===== config.mk =====
export PLATFORM = sky130hd
export DESIGN_NAME = brj_unit
export DESIGN_NICKNAME = d
export VERILOG_FILES = /design/src/rtl/brj_pkg.sv /design/src/rtl/brj_compare.sv /design/src/rtl/brj_target.sv /design/src/rtl/brj_align.sv /design/src/rtl/brj_unit.sv
export SDC_FILE = /design/constraint.sdc
export NUM_CORES = 1
export LEC_CHECK = 0
export ABC_AREA = 1
export BUFFER_PORTS_ARGS = -buffer_cell sky130_fd_sc_hd__buf_2
export CORE_MARGIN = 4
export CORE_UTILIZATION = 42
export DETAILED_ROUTE_END_ITERATION = 8
export PLACE_DENSITY = 0.76
export REMOVE_ABC_BUFFERS = 1
export SLEW_MARGIN = 5
export SYNTH_ARGS = -nofsm -noshare
export SYNTH_HDL_FRONTEND = slang
export SYNTH_SLANG_ARGS = --single-unit

===== constraint.sdc =====
create_clock -name clk_i -period 0.8 [get_ports clk_i]
set_clock_uncertainty 0.05 [all_clocks]
set_input_delay 0.12 -clock clk_i [delete_from_list [all_inputs] [get_ports clk_i]]
set_output_delay 0.12 -clock clk_i [all_outputs]
set_load 0.01 [all_outputs]

===== src/rtl/brj_pkg.sv =====
package brj_pkg;

    typedef enum logic [3:0] {
        BRJ_NONE = 4'd0,
        BRJ_EQ   = 4'd1,
        BRJ_NE   = 4'd2,
        BRJ_LT   = 4'd3,
        BRJ_GE   = 4'd4,
        BRJ_LTU  = 4'd5,
        BRJ_GEU  = 4'd6,
        BRJ_JAL  = 4'd7,
        BRJ_JALR = 4'd8
    } brj_op_e;

    localparam int unsigned BR_OFF_W  = 12;  // conditional / indirect offset field
    localparam int unsigned JAL_OFF_W = 20;  // PC-relative jump offset field
    localparam int unsigned RIDX_W    = 5;   // register index width

    function automatic logic is_branch(input brj_op_e op);
        return (op == BRJ_EQ) || (op == BRJ_NE) || (op == BRJ_LT) ||
               (op == BRJ_GE) || (op == BRJ_LTU) || (op == BRJ_GEU);
    endfunction

    function automatic logic is_jump(input brj_op_e op);
        return (op == BRJ_JAL) || (op == BRJ_JALR);
    endfunction

endpackage


===== src/rtl/brj_compare.sv =====
module brj_compare
    import brj_pkg::*;
#(
    parameter int unsigned XLEN = 32
) (
    input  brj_op_e          op_i,
    input  logic [XLEN-1:0]  a_i,
    input  logic [XLEN-1:0]  b_i,
    output logic             cond_o
);

    logic eq, lt_s, lt_u;

    always_comb begin
        eq   = (a_i == b_i);
        lt_s = ($signed(a_i) < $signed(b_i));
        lt_u = (a_i < b_i);
    end

    always_comb begin
        unique case (op_i)
            BRJ_EQ:   cond_o = eq;
            BRJ_NE:   cond_o = ~eq;
            BRJ_LT:   cond_o = lt_s;
            BRJ_GE:   cond_o = ~lt_s;
            BRJ_LTU:  cond_o = lt_u;
            BRJ_GEU:  cond_o = ~lt_u;
            BRJ_JAL,
            BRJ_JALR: cond_o = 1'b1;
            default:  cond_o = 1'b0;
        endcase
    end

endmodule


===== src/rtl/brj_target.sv =====
module brj_target
    import brj_pkg::*;
#(
    parameter int unsigned XLEN = 32
) (
    input  brj_op_e                 op_i,
    input  logic [XLEN-1:0]         pc_i,
    input  logic [XLEN-1:0]         a_i,
    input  logic [JAL_OFF_W-1:0]    imm_i,
    output logic [XLEN-1:0]         target_o,
    output logic [XLEN-1:0]         seq_o
);

    localparam int unsigned BR_EXT  = XLEN - BR_OFF_W;
    localparam int unsigned JAL_EXT = XLEN - JAL_OFF_W - 1;
    localparam int unsigned BR_SEXT = XLEN - BR_OFF_W - 1;
    localparam logic [XLEN-1:0] CLR_B0 = ~XLEN'(1);
    localparam logic [XLEN-1:0] INSN_B = XLEN'(4);

    logic [XLEN-1:0] br_off;   // halfword-scaled branch offset
    logic [XLEN-1:0] jal_off;  // halfword-scaled jump offset
    logic [XLEN-1:0] ind_off;  // unscaled indirect offset
    logic [XLEN-1:0] ind_sum;

    always_comb begin
        br_off  = {{BR_SEXT{imm_i[BR_OFF_W-1]}}, imm_i[BR_OFF_W-1:0], 1'b0};
        jal_off = {{JAL_EXT{imm_i[JAL_OFF_W-1]}}, imm_i, 1'b0};
        ind_off = {{BR_EXT{imm_i[BR_OFF_W-1]}}, imm_i[BR_OFF_W-1:0]};
        ind_sum = a_i + ind_off;
        seq_o   = pc_i + INSN_B;
        if (is_branch(op_i)) begin
            target_o = pc_i + br_off;
        end else if (op_i == BRJ_JAL) begin
            target_o = pc_i + jal_off;
        end else if (op_i == BRJ_JALR) begin
            target_o = ind_sum & CLR_B0;
        end else begin
            target_o = seq_o;
        end
    end

endmodule


===== src/rtl/brj_align.sv =====
module brj_align #(
    parameter bit HAS_HALF_INSN = 1'b0
) (
    input  logic [1:0] addr_lo_i,
    output logic       bad_o
);

    localparam logic [1:0] CHECK_MASK = HAS_HALF_INSN ? 2'b01 : 2'b11;

    always_comb begin
        bad_o = |(addr_lo_i & CHECK_MASK);
    end

endmodule


===== src/rtl/brj_unit.sv =====
module brj_unit
    import brj_pkg::*;
#(
    parameter int unsigned XLEN          = 32,
    parameter bit          HAS_HALF_INSN = 1'b0,
    parameter bit          OUT_REG       = 1'b1
) (
    input  logic                  clk_i,
    input  logic                  rst_ni,
    input  logic [3:0]            op_i,
    input  logic [XLEN-1:0]       pc_i,
    input  logic [XLEN-1:0]       src_a_i,
    input  logic [XLEN-1:0]       src_b_i,
    input  logic [JAL_OFF_W-1:0]  imm_i,
    input  logic [RIDX_W-1:0]     rd_i,
    output logic                  taken_o,
    output logic [XLEN-1:0]       target_o,
    output logic                  link_valid_o,
    output logic [XLEN-1:0]       link_value_o,
    output logic                  misaligned_o
);

    typedef struct packed {
        logic            taken;
        logic [XLEN-1:0] target;
        logic            link_valid;
        logic [XLEN-1:0] link_value;
        logic            misaligned;
    } res_t;

    brj_op_e         op;
    logic            cond;
    logic            bad_addr;
    logic [XLEN-1:0] tgt;
    logic [XLEN-1:0] seq;
    res_t            res_d;
    res_t            res_q;

    assign op = brj_op_e'(op_i);

    brj_compare #(.XLEN(XLEN)) u_cmp (
        .op_i   (op),
        .a_i    (src_a_i),
        .b_i    (src_b_i),
        .cond_o (cond)
    );

    brj_target #(.XLEN(XLEN)) u_tgt (
        .op_i     (op),
        .pc_i     (pc_i),
        .a_i      (src_a_i),
        .imm_i    (imm_i),
        .target_o (tgt),
        .seq_o    (seq)
    );

    brj_align #(.HAS_HALF_INSN(HAS_HALF_INSN)) u_aln (
        .addr_lo_i (tgt[1:0]),
        .bad_o     (bad_addr)
    );

    always_comb begin
        res_d            = '0;
        res_d.target     = tgt;
        res_d.misaligned = cond & bad_addr;
        res_d.taken      = cond & ~bad_addr;
        if (is_jump(op)) begin
            res_d.link_value = seq;
            res_d.link_valid = (rd_i != '0) & ~bad_addr;
        end
    end

    generate
        if (OUT_REG) begin : g_reg
            always_ff @(posedge clk_i or negedge rst_ni) begin
                if (!rst_ni) begin
                    res_q <= '0;
                end else begin
                    res_q <= res_d;
                end
            end
        end else begin : g_comb
            assign res_q = rst_ni ? res_d : '0;
        end
    endgenerate

    assign taken_o      = res_q.taken;
    assign target_o     = res_q.target;
    assign link_valid_o = res_q.link_valid;
    assign link_value_o = res_q.link_value;
    assign misaligned_o = res_q.misaligned;

endmodule


==> impl_metrics.csv, run 1 <==
group,metric,value,unit
status,outcome,"aborted with a tool error",
logic_synthesis,ys_ff_latch,67,
place,port_buffers,193,
die,io_pins,194,
status,error_line,"[ERROR GRT-0232] Routing congestion too high. Check the congestion heatmap in the GUI.",
die,dieHeight,162,µm
place,post-dp-hpwl,35500,µm
place,gp_congestion,1.02,
logic_synthesis,synth_cells,1720,
logic_synthesis,ys_seq_area_share,16.9,%
timing,postGrtWorstEndpoint,"target_o[21]$_DFF_PN0_/D",
status,flow.stopped_at,"global routing",
die,rows,56,
cts,clk_path_buf_depth,2,
global_route,grt_max_degree,38,
logic_synthesis,synth_warnings,0,
timing,worst_endpoint_kind,"register input",
place,placed_area,14100,µm²
cts,cts_made_buffers,9,
cts,cts_sinks,67,
logic_synthesis,synth.distinct_cells,44,
global_route,grt_remaining_overflow,33,
global_route,gr-usage-all-layers,71.9,%
logic_synthesis,syn_area,9940,µm²
cts,htreeDepth,3,
die,initial_core_util,42.5,%
cts,cts-root-buf,"clkbuf_16",
die,die_w,162,µm
logic_synthesis,synth_area_per_cell,5.78,µm²
## metal layers
layer | overflow | global-route usage [%]
met4 | 17 | 71.1
met1 | 0 | 69.8
met2 | 16 | 88.5
met3 | 0 | 59.5
met5 | 0 | 29.2
## synthesized netlist by cell type
| library cell | count | share of area [%] |
|---|---|---|
| a21o_1 | 3 | 0.23 |
| fa_1 | 2 | 0.40 |
| nand3_1 | 121 | 6.1 |
| and2_4 | 1 | 0.088 |
| o21bai_1 | 14 | 1.1 |
| clkinv_1 | 1 | 0.038 |
| nor4_1 | 5 | 0.31 |
| o211ai_1 | 2 | 0.15 |
| o21ai_0 | 55 | 2.8 |
| nand4_1 | 21 | 1.3 |
| nand3b_4 | 1 | 0.20 |
| nand3b_1 | 7 | 0.53 |
| nor2_4 | 1 | 0.11 |
| ha_1 | 111 | 14 |
| a211oi_2 | 1 | 0.13 |
| xnor2_1 | 11 | 0.97 |
| a21oi_1 | 134 | 6.7 |
| nand3_2 | 2 | 0.20 |
| o221a_2 | 1 | 0.11 |
| xor2_1 | 38 | 3.3 |
| o21ai_1 | 5 | 0.25 |
| nor2_2 | 2 | 0.13 |
| inv_2 | 8 | 0.30 |
| inv_1 | 293 | 11 |
| buf_2 | 11 | 0.55 |
| dfrtp_1 | 67 | 17 |
| o22ai_1 | 2 | 0.13 |
| a221oi_1 | 2 | 0.18 |
| o221ai_1 | 1 | 0.088 |
| nand2_1 | 552 | 21 |
| or2_2 | 5 | 0.31 |
| o211a_1 | 1 | 0.10 |
| clkbuf_1 | 2 | 0.076 |
| nand2_4 | 1 | 0.11 |
| or2_4 | 1 | 0.088 |
| o21ai_2 | 3 | 0.26 |
| and2_1 | 2 | 0.13 |
| nor2_8 | 1 | 0.20 |
| buf_6 | 2 | 0.23 |
| a31oi_1 | 5 | 0.31 |
| nor2_1 | 186 | 7.0 |
| o21a_1 | 4 | 0.30 |
| nand2_2 | 7 | 0.44 |
| nor3_1 | 25 | 1.3 |
## metrics by stage
step           util [%]  cells  setup WS, ns  setup TNS [ns]
2_1_floorplan         -   1705         -1.29          -63.59
3_3_place_gp       60.0   2583         -1.69          -71.63
3_5_place_dp       60.0   2583         -1.64          -72.44
4_1_cts            78.6   2666        -0.812          -48.28
## timing repair
item / in CTS
hold buffers: 2
pin swaps: 210
endpoints found under the hold margin: 68
setup buffers: 65
resized for setup: 765
gates cloned: 5
endpoints found under the setup margin: 134
## logic make-up after synthesis
family	count (synthesis)	synth area share, %
AO/OA/AOI/OAI	233	12.8
XOR/XNOR	49	4.32
adder cells (fa/ha/maj)	113	14.4
buffers and inverters	317	12.3
flip-flops	67	16.9
AND/OR/NAND/NOR	941	39.4
==> inputs of run 2 (changes only) <==
- CORE_UTILIZATION: 42 -> 27
- PLACE_DENSITY: 0.76 -> not set
- PLACE_DENSITY_LB_ADDON: not set -> 0.15
- clock period: 0.8 -> 1 ns (I/O delays scaled with it)
==> impl_metrics.csv, run 2 <==
group,metric,value,unit
status,outcome,"finished, violations left",
status,violations,"negative setup slack",
logic_synthesis,ys_top_cells_by_area,"nand2_1 21%, dfrtp_1 17%, ha_1 14%, inv_1 11%, nor2_1 7.0%",
worst_hold_path,min_path_type,"input port to flop",
place,placed_area,14300,µm²
layout,drive_gt1_share,55.9,%
global_route,grt_pass1_vias,13625,
worst_hold_path,hold_path_depth,4,
critical_path,setup.worst_path.end_class,"flop",
routing,wire_per_inst,17.9,µm
cts,cts_made_buffers,9,
logic_synthesis,synthTopCellsByCount,"552 x nand2_1, 293 x inv_1, 186 x nor2_1",
layout,mostFrequentLayoutCells,"362 x nand2_1, 345 x buf_4, 240 x inv_1",
worst_hold_path,min_from,"pc_i[2]",
routing,ant_nets,0,
routing,drc,0,
worst_hold_path,hold_path_end,"target_o[2]$_DFF_PN0_",
logic_synthesis,synthFlopType,"dfrtp_1",
power,leakagePower,10.2,nW
power,switchingPower,6.91,mW
power,ir_worst_vdd,0.851,mV
routing,vias_per_cell,4.81,
logic_synthesis,synth_area_per_cell,5.78,µm²
timing,rsz0062_at_grt,"yes",
timing,slew-limit-headroom,73.7,%
place,post-dp-hpwl,38800,µm
layout,synthToLayoutAreaGrowth,104,%
die,dieHeight,200,µm
logic_synthesis,ys_ff_latch,67,
die,rows,70,
die,initial_core_util,27.3,%
die,die_w,200,µm
place,port_buffers,193,
timing,worst_pin_slew,0.394,ns
flow_run,cap_viol_max_count,0,
global_route,grt_max_degree,60,
cts,htreeDepth,3,
critical_path,crit_type,"input port to flop",
die,dieArea,40000,µm²
logic_synthesis,ys_seq_area_share,16.9,%
logic_synthesis,synth_most_common_cell,"nand2_1",
cts,clkTransAtPathRegs,0.06,ns
cts,clk_path_buf_depth,2,
routing,firstDrtPassIters,5,
timing,setup_viol,133,
routing,drt_wl_total,51000,µm
power,p_int,10.3,mW
logic_synthesis,async_flop_share,100,%
critical_path,cp.required,1.21,ns
power,switching_share,40.1,%
logic_synthesis,yosys.area.top_type,"nand2_1",
timing,finalCritPeriodShare,168,%
cts,cts-root-buf,"clkbuf_16",
routing,first_iter_violations,704,
timing,whs,0.0393,ns
layout,layout_commonest_cell,"nand2_1",
cts,cts_tree,"yes",
critical_path,critPathArrivalTime,1.89,ns
power,power_frac_comb,60.6,%
cts,cts_sinks,67,
power,pwr-share-clk,21.7,%
place,gp_congestion,0.963,
logic_synthesis,synth_edf_count,0,
die,coreArea,36400,µm²
critical_path,crit_fanout,4,
routing,vias,13685,
timing,final_hold_viol_count,0,
die,io_pins,194,
timing,period_minus_slack,1.68,ns
logic_synthesis,synth_warnings,0,
logic_synthesis,synth.distinct_cells,44,
critical_path,crit_path_start_kind,"input port",
global_route,grt_pass1_wl,74300,µm
layout,nNetsFinal,2614,
global_route,gr-usage-all-layers,23.9,%
logic_synthesis,synth_cells,1720,
timing,fmax,0.596,GHz
power,p_seq_share,17.7,%
timing,drv_slew,0,
timing,setup_ws,-0.679,ns
power,power_density,849,nW/µm²
logic_synthesis,syn_area,9940,µm²
layout,design_area,20300,µm²
global_route,antenna_found_initial,1,
logic_synthesis,synth_top_area_share,20.8,%
global_route,grt_remaining_overflow,0,
==> run 2: cell counts after synthesis <==
No cell type changed its count.
==> run 2: layer usage <==
metal	share of wire, %	vias up	track usage (%)
met2	48	331	40.1
met1	45	6478	31.5
met3	3.6	97	3.41
met5	0	-	0
li1	-	6779	-
met4	3.2	0	8.58
==> run 2: worst max path at each step <==
stage	endpoint	startpoint	slack, ns	cells past startpoint
after detailed placement	target_o[31]$_DFF_PN0_	imm_i[11]	-1.47	13
after floorplan	taken_o$_DFF_PN0_	op_i[3]	-1.12	11
after CTS	target_o[29]$_DFF_PN0_	imm_i[0]	-0.68	15
after global routing	target_o[31]$_DFF_PN0_	imm_i[11]	-0.74	13
final	target_o[29]$_DFF_PN0_	pc_i[16]	-0.68	14
after global placement	target_o[29]$_DFF_PN0_	imm_i[11]	-1.44	14
==> run 2: area by class of cell <==
type / count / area, µm²
Inverter: 302 / 1180
Clock buffer: 10 / 229
Fill cell: 3359 / 16100
Timing Repair Buffer: 658 / 5730
Sequential cell: 67 / 1680
Tap cell: 468 / 586
Multi-Input combinational cell: 1336 / 10800
Clock inverter: 5 / 103
Antenna cell: 1 / 2.50
==> run 2: metrics by stage <==
step | worst slack (ns) | std cells | utilization, % | setup TNS [ns] | power [mW]
final | -0.679 | 2847 | 55.7 | -25.58 | 17.2
after global routing | -0.742 | 2847 | 55.7 | -31.27 | 18.2
after CTS | -0.676 | 2820 | 50.8 | -24.79 | 16.0
after detailed placement | -1.47 | 2744 | 39.3 | -60.73 | 10.2
after global placement | -1.44 | 2744 | 39.3 | -60.31 | 10.2
after floorplan | -1.12 | 1705 | - | -52.20 | 6.48
==> run 2: power groups by stage <==
stage	clock (mW)	combinational [mW]	sequential [mW]
floorplan	0	3.27	3.21
global placement	0	7.11	3.09
detailed placement	0	7.12	3.08
CTS	3.76	9.22	3.05
global route	3.88	11.3	3.08
finish	3.74	10.4	3.05
==> run 2: critical path: stages <==
cell     delay, ns
buf_4         0.14
ha_2          0.39
nand2_1       0.14
nor2_2        0.21
buf_4         0.13
nand2_1       0.10
nor2_1        0.14
nand2_2       0.08
nand2_1       0.07
nand2_1       0.05
nand3_2       0.06
nand3_2       0.09
nand2_1       0.07
inv_1         0.04
==> run 2: what timing repair did <==
item / CTS / global route
pin swaps: 204 / 189
setup buffers: 77 / 45
resized for setup: 752 / 385
endpoints found under the hold margin: 68 / 0
hold buffers: 2 / 0
cloned: 2 / 2
endpoints found under the setup margin: 134 / 134
==> run 2: cells by family after synthesis <==
logic type | share of synthesized area [%]
flops | 16.9
fa+ha+maj | 14.4
buf+inv | 12.3
simple gates | 39.4
compound gates | 12.8
xor+xnor | 4.32
(Power assumes the default switching activity.)
==> inputs of run 3 (changes only) <==
- CTS_CLUSTER_SIZE: not set -> 8
- clock period: 1 -> 2 ns (I/O delays scaled with it)
==> impl_metrics.csv, run 3 (synthesized netlist as in run 2, its figures left out) <==
group,metric,value,unit
timing,rsz0062_at_grt,"yes",
layout,nNetsFinal,2489,
die,io_pins,194,
critical_path,cp_slowest_stage_delay,0.36,ns
critical_path,setup.worst_path.end_class,"flop",
routing,ant_nets,0,
power,power,6.84,mW
global_route,grt_remaining_overflow,0,
timing,drv_slew,0,
layout,utilization,41.2,%
routing,drc,0,
die,die_w,200,µm
die,dieArea,40000,µm²
global_route,grt_max_degree,33,
place,placed_area,14000,µm²
layout,drive_gt1_share,31.7,%
critical_path,critPathArrivalTime,2.12,ns
critical_path,crit_fanout,4,
timing,period_minus_slack,1.94,ns
timing,setup_viol,0,
routing,vias_per_cell,4.59,
power,leakagePower,8.51,nW
power,power_density,456,nW/µm²
layout,design_area,15000,µm²
global_route,antenna_found_initial,0,
place,post-dp-hpwl,37800,µm
routing,vias,12502,
layout,final-seq-area,1680,µm²
layout,layout_commonest_cell,"nand2_1",
cts,cts_made_buffers,9,
timing,worst_pin_slew,0.541,ns
global_route,grt_pass1_vias,11890,
die,coreArea,36400,µm²
layout,mostFrequentLayoutCells,"523 x nand2_1, 336 x buf_4, 290 x inv_1",
timing,finalCritPeriodShare,96.9,%
routing,first_iter_violations,750,
critical_path,slowest_stage,"ha_1",
cts,clk_path_buf_depth,2,
cts,cts-root-buf,"clkbuf_16",
critical_path,crit_path_start_kind,"input port",
layout,num_antenna_cells,0,
routing,drt_wl_total,44100,µm
power,ir_worst_vdd,0.305,mV
die,dieHeight,200,µm
routing,wire_per_inst,16.2,µm
layout,synthToLayoutAreaGrowth,50.9,%
cts,htreeDepth,3,
layout,multi_input_area,7740,µm²
timing,final_hold_viol_count,0,
timing,slew-limit-headroom,63.8,%
cts,clkTransAtPathRegs,0.06,ns
critical_path,cp_cell_sequence,"buf_2 -> ha_1 -> a21oi_2 -> o21ai_2 -> nand2_1 -> nand2_2 -> nand2_1 -> nand2_1 -> buf_4 -> xnor2_1 -> nand2_1 -> nand3_1 -> a21oi_1",
critical_path,crit_type,"input port to flop",
worst_hold_path,min_path_type,"input port to flop",
critical_path,cp.required,2.19,ns
flow_run,cap_viol_max_count,0,
timing,whs,0.145,ns
status,outcome,"complete, no violations",
cts,cts_sinks,67,
worst_hold_path,min_from,"pc_i[0]",
timing,fmax,0.516,GHz
layout,n_fill_cell,3976,
routing,firstDrtPassIters,5,
critical_path,crit_start,"src_a_i[2]",
die,initial_core_util,27.3,%
global_route,grt_pass1_wl,65000,µm
place,gp_congestion,0.963,
place,port_buffers,193,
critical_path,cp_common_cell,"nand2_1",
place,preCtsSetupSlack,-0.608,ns
global_route,gr-usage-all-layers,21.2,%
die,rows,70,
timing,setup_ws,0.0621,ns
cts,cts_tree,"yes",
[run 3: cell count changes in the layout (fill, tap and decap cells not counted), moves of 35 or more]
| cell | previous run | this run |
|---|---|---|
| inv_2 | 49 | 11 |
| ha_1 | 27 | 90 |
| nand2_1 | 362 | 523 |
| buf_2 | 121 | 190 |
| buf_6 | 138 | 1 |
| inv_1 | 240 | 290 |
| nand2_2 | 127 | 33 |
| nand2_4 | 66 | 4 |
| a21oi_1 | 61 | 111 |
| ha_4 | 82 | 21 |
| nor2_1 | 88 | 161 |
| a21oi_2 | 59 | 22 |
| nor2_2 | 58 | 23 |
| nor2_4 | 43 | 5 |
[run 3: report_power, final]
part / total, mW / switching [mW] / internal (mW)
clock: 1.60 / 0.649 / 0.954
sequential: 1.52 / 0.0448 / 1.48
combinational: 3.72 / 2.09 / 1.63
total: 6.84 / 2.78 / 4.06
[run 3: path summary, 6_finish.rpt]
path | slack [ns] | to | cells past startpoint
min in group asynchronous | 0.42 | misaligned_o$_DFF_PN0_ | 2
setup / recovery | 0.06 | target_o[15]$_DFF_PN0_ | 13
max in group asynchronous | 0.88 | target_o[21]$_DFF_PN0_ | 3
hold / removal | 0.14 | link_value_o[0]$_DFF_PN0_ | 3
[run 3: cell type report]
type	instances	share of cell area, %
multi-input combinational	1336	51.6
clock inverter	5	0.367
timing repair buffer	533	23.8
sequential	67	11.2
inverter	302	7.56
tap	468	3.90
clock buffer	10	1.53
[run 3: metal layers]
layer  up-vias  routed length [µm]  global-route usage, %
li1       6528                   -                      -
met1      5621               20800                   29.3
met2       309               20300                   35.9
met3        44                2000                   1.95
met4         0                 958                   5.18
met5         -                   0                      0
[run 3: repair_timing]
| action | CTS | global route |
|---|---|---|
| endpoints found under the setup margin | 20 | 25 |
| hold buffers | 1 | 0 |
| setup buffers | 0 | 4 |
| hold endpoints to repair | 18 | 0 |
| pin swaps | 1 | 25 |
| resized for setup | 22 | 138 |
[run 3: per-stage QoR]
stage | setup TNS (ns) | cells
final | 0 | 2721
after global routing | -0.222 | 2721
after CTS | -0.139 | 2717
after detailed placement | -11.41 | 2701
after global placement | -11.05 | 2701
after floorplan | -2.24 | 1705
[run 3: critical path: cells and delay by family]
| kind | cells | cell delay (ns) |
|---|---|---|
| XOR/XNOR | 1 | 0.17 |
| AO/OA/AOI/OAI | 3 | 0.41 |
| buffers and inverters | 2 | 0.26 |
| adder cells (fa/ha/maj) | 1 | 0.36 |
| AND/OR/NAND/NOR | 6 | 0.62 |
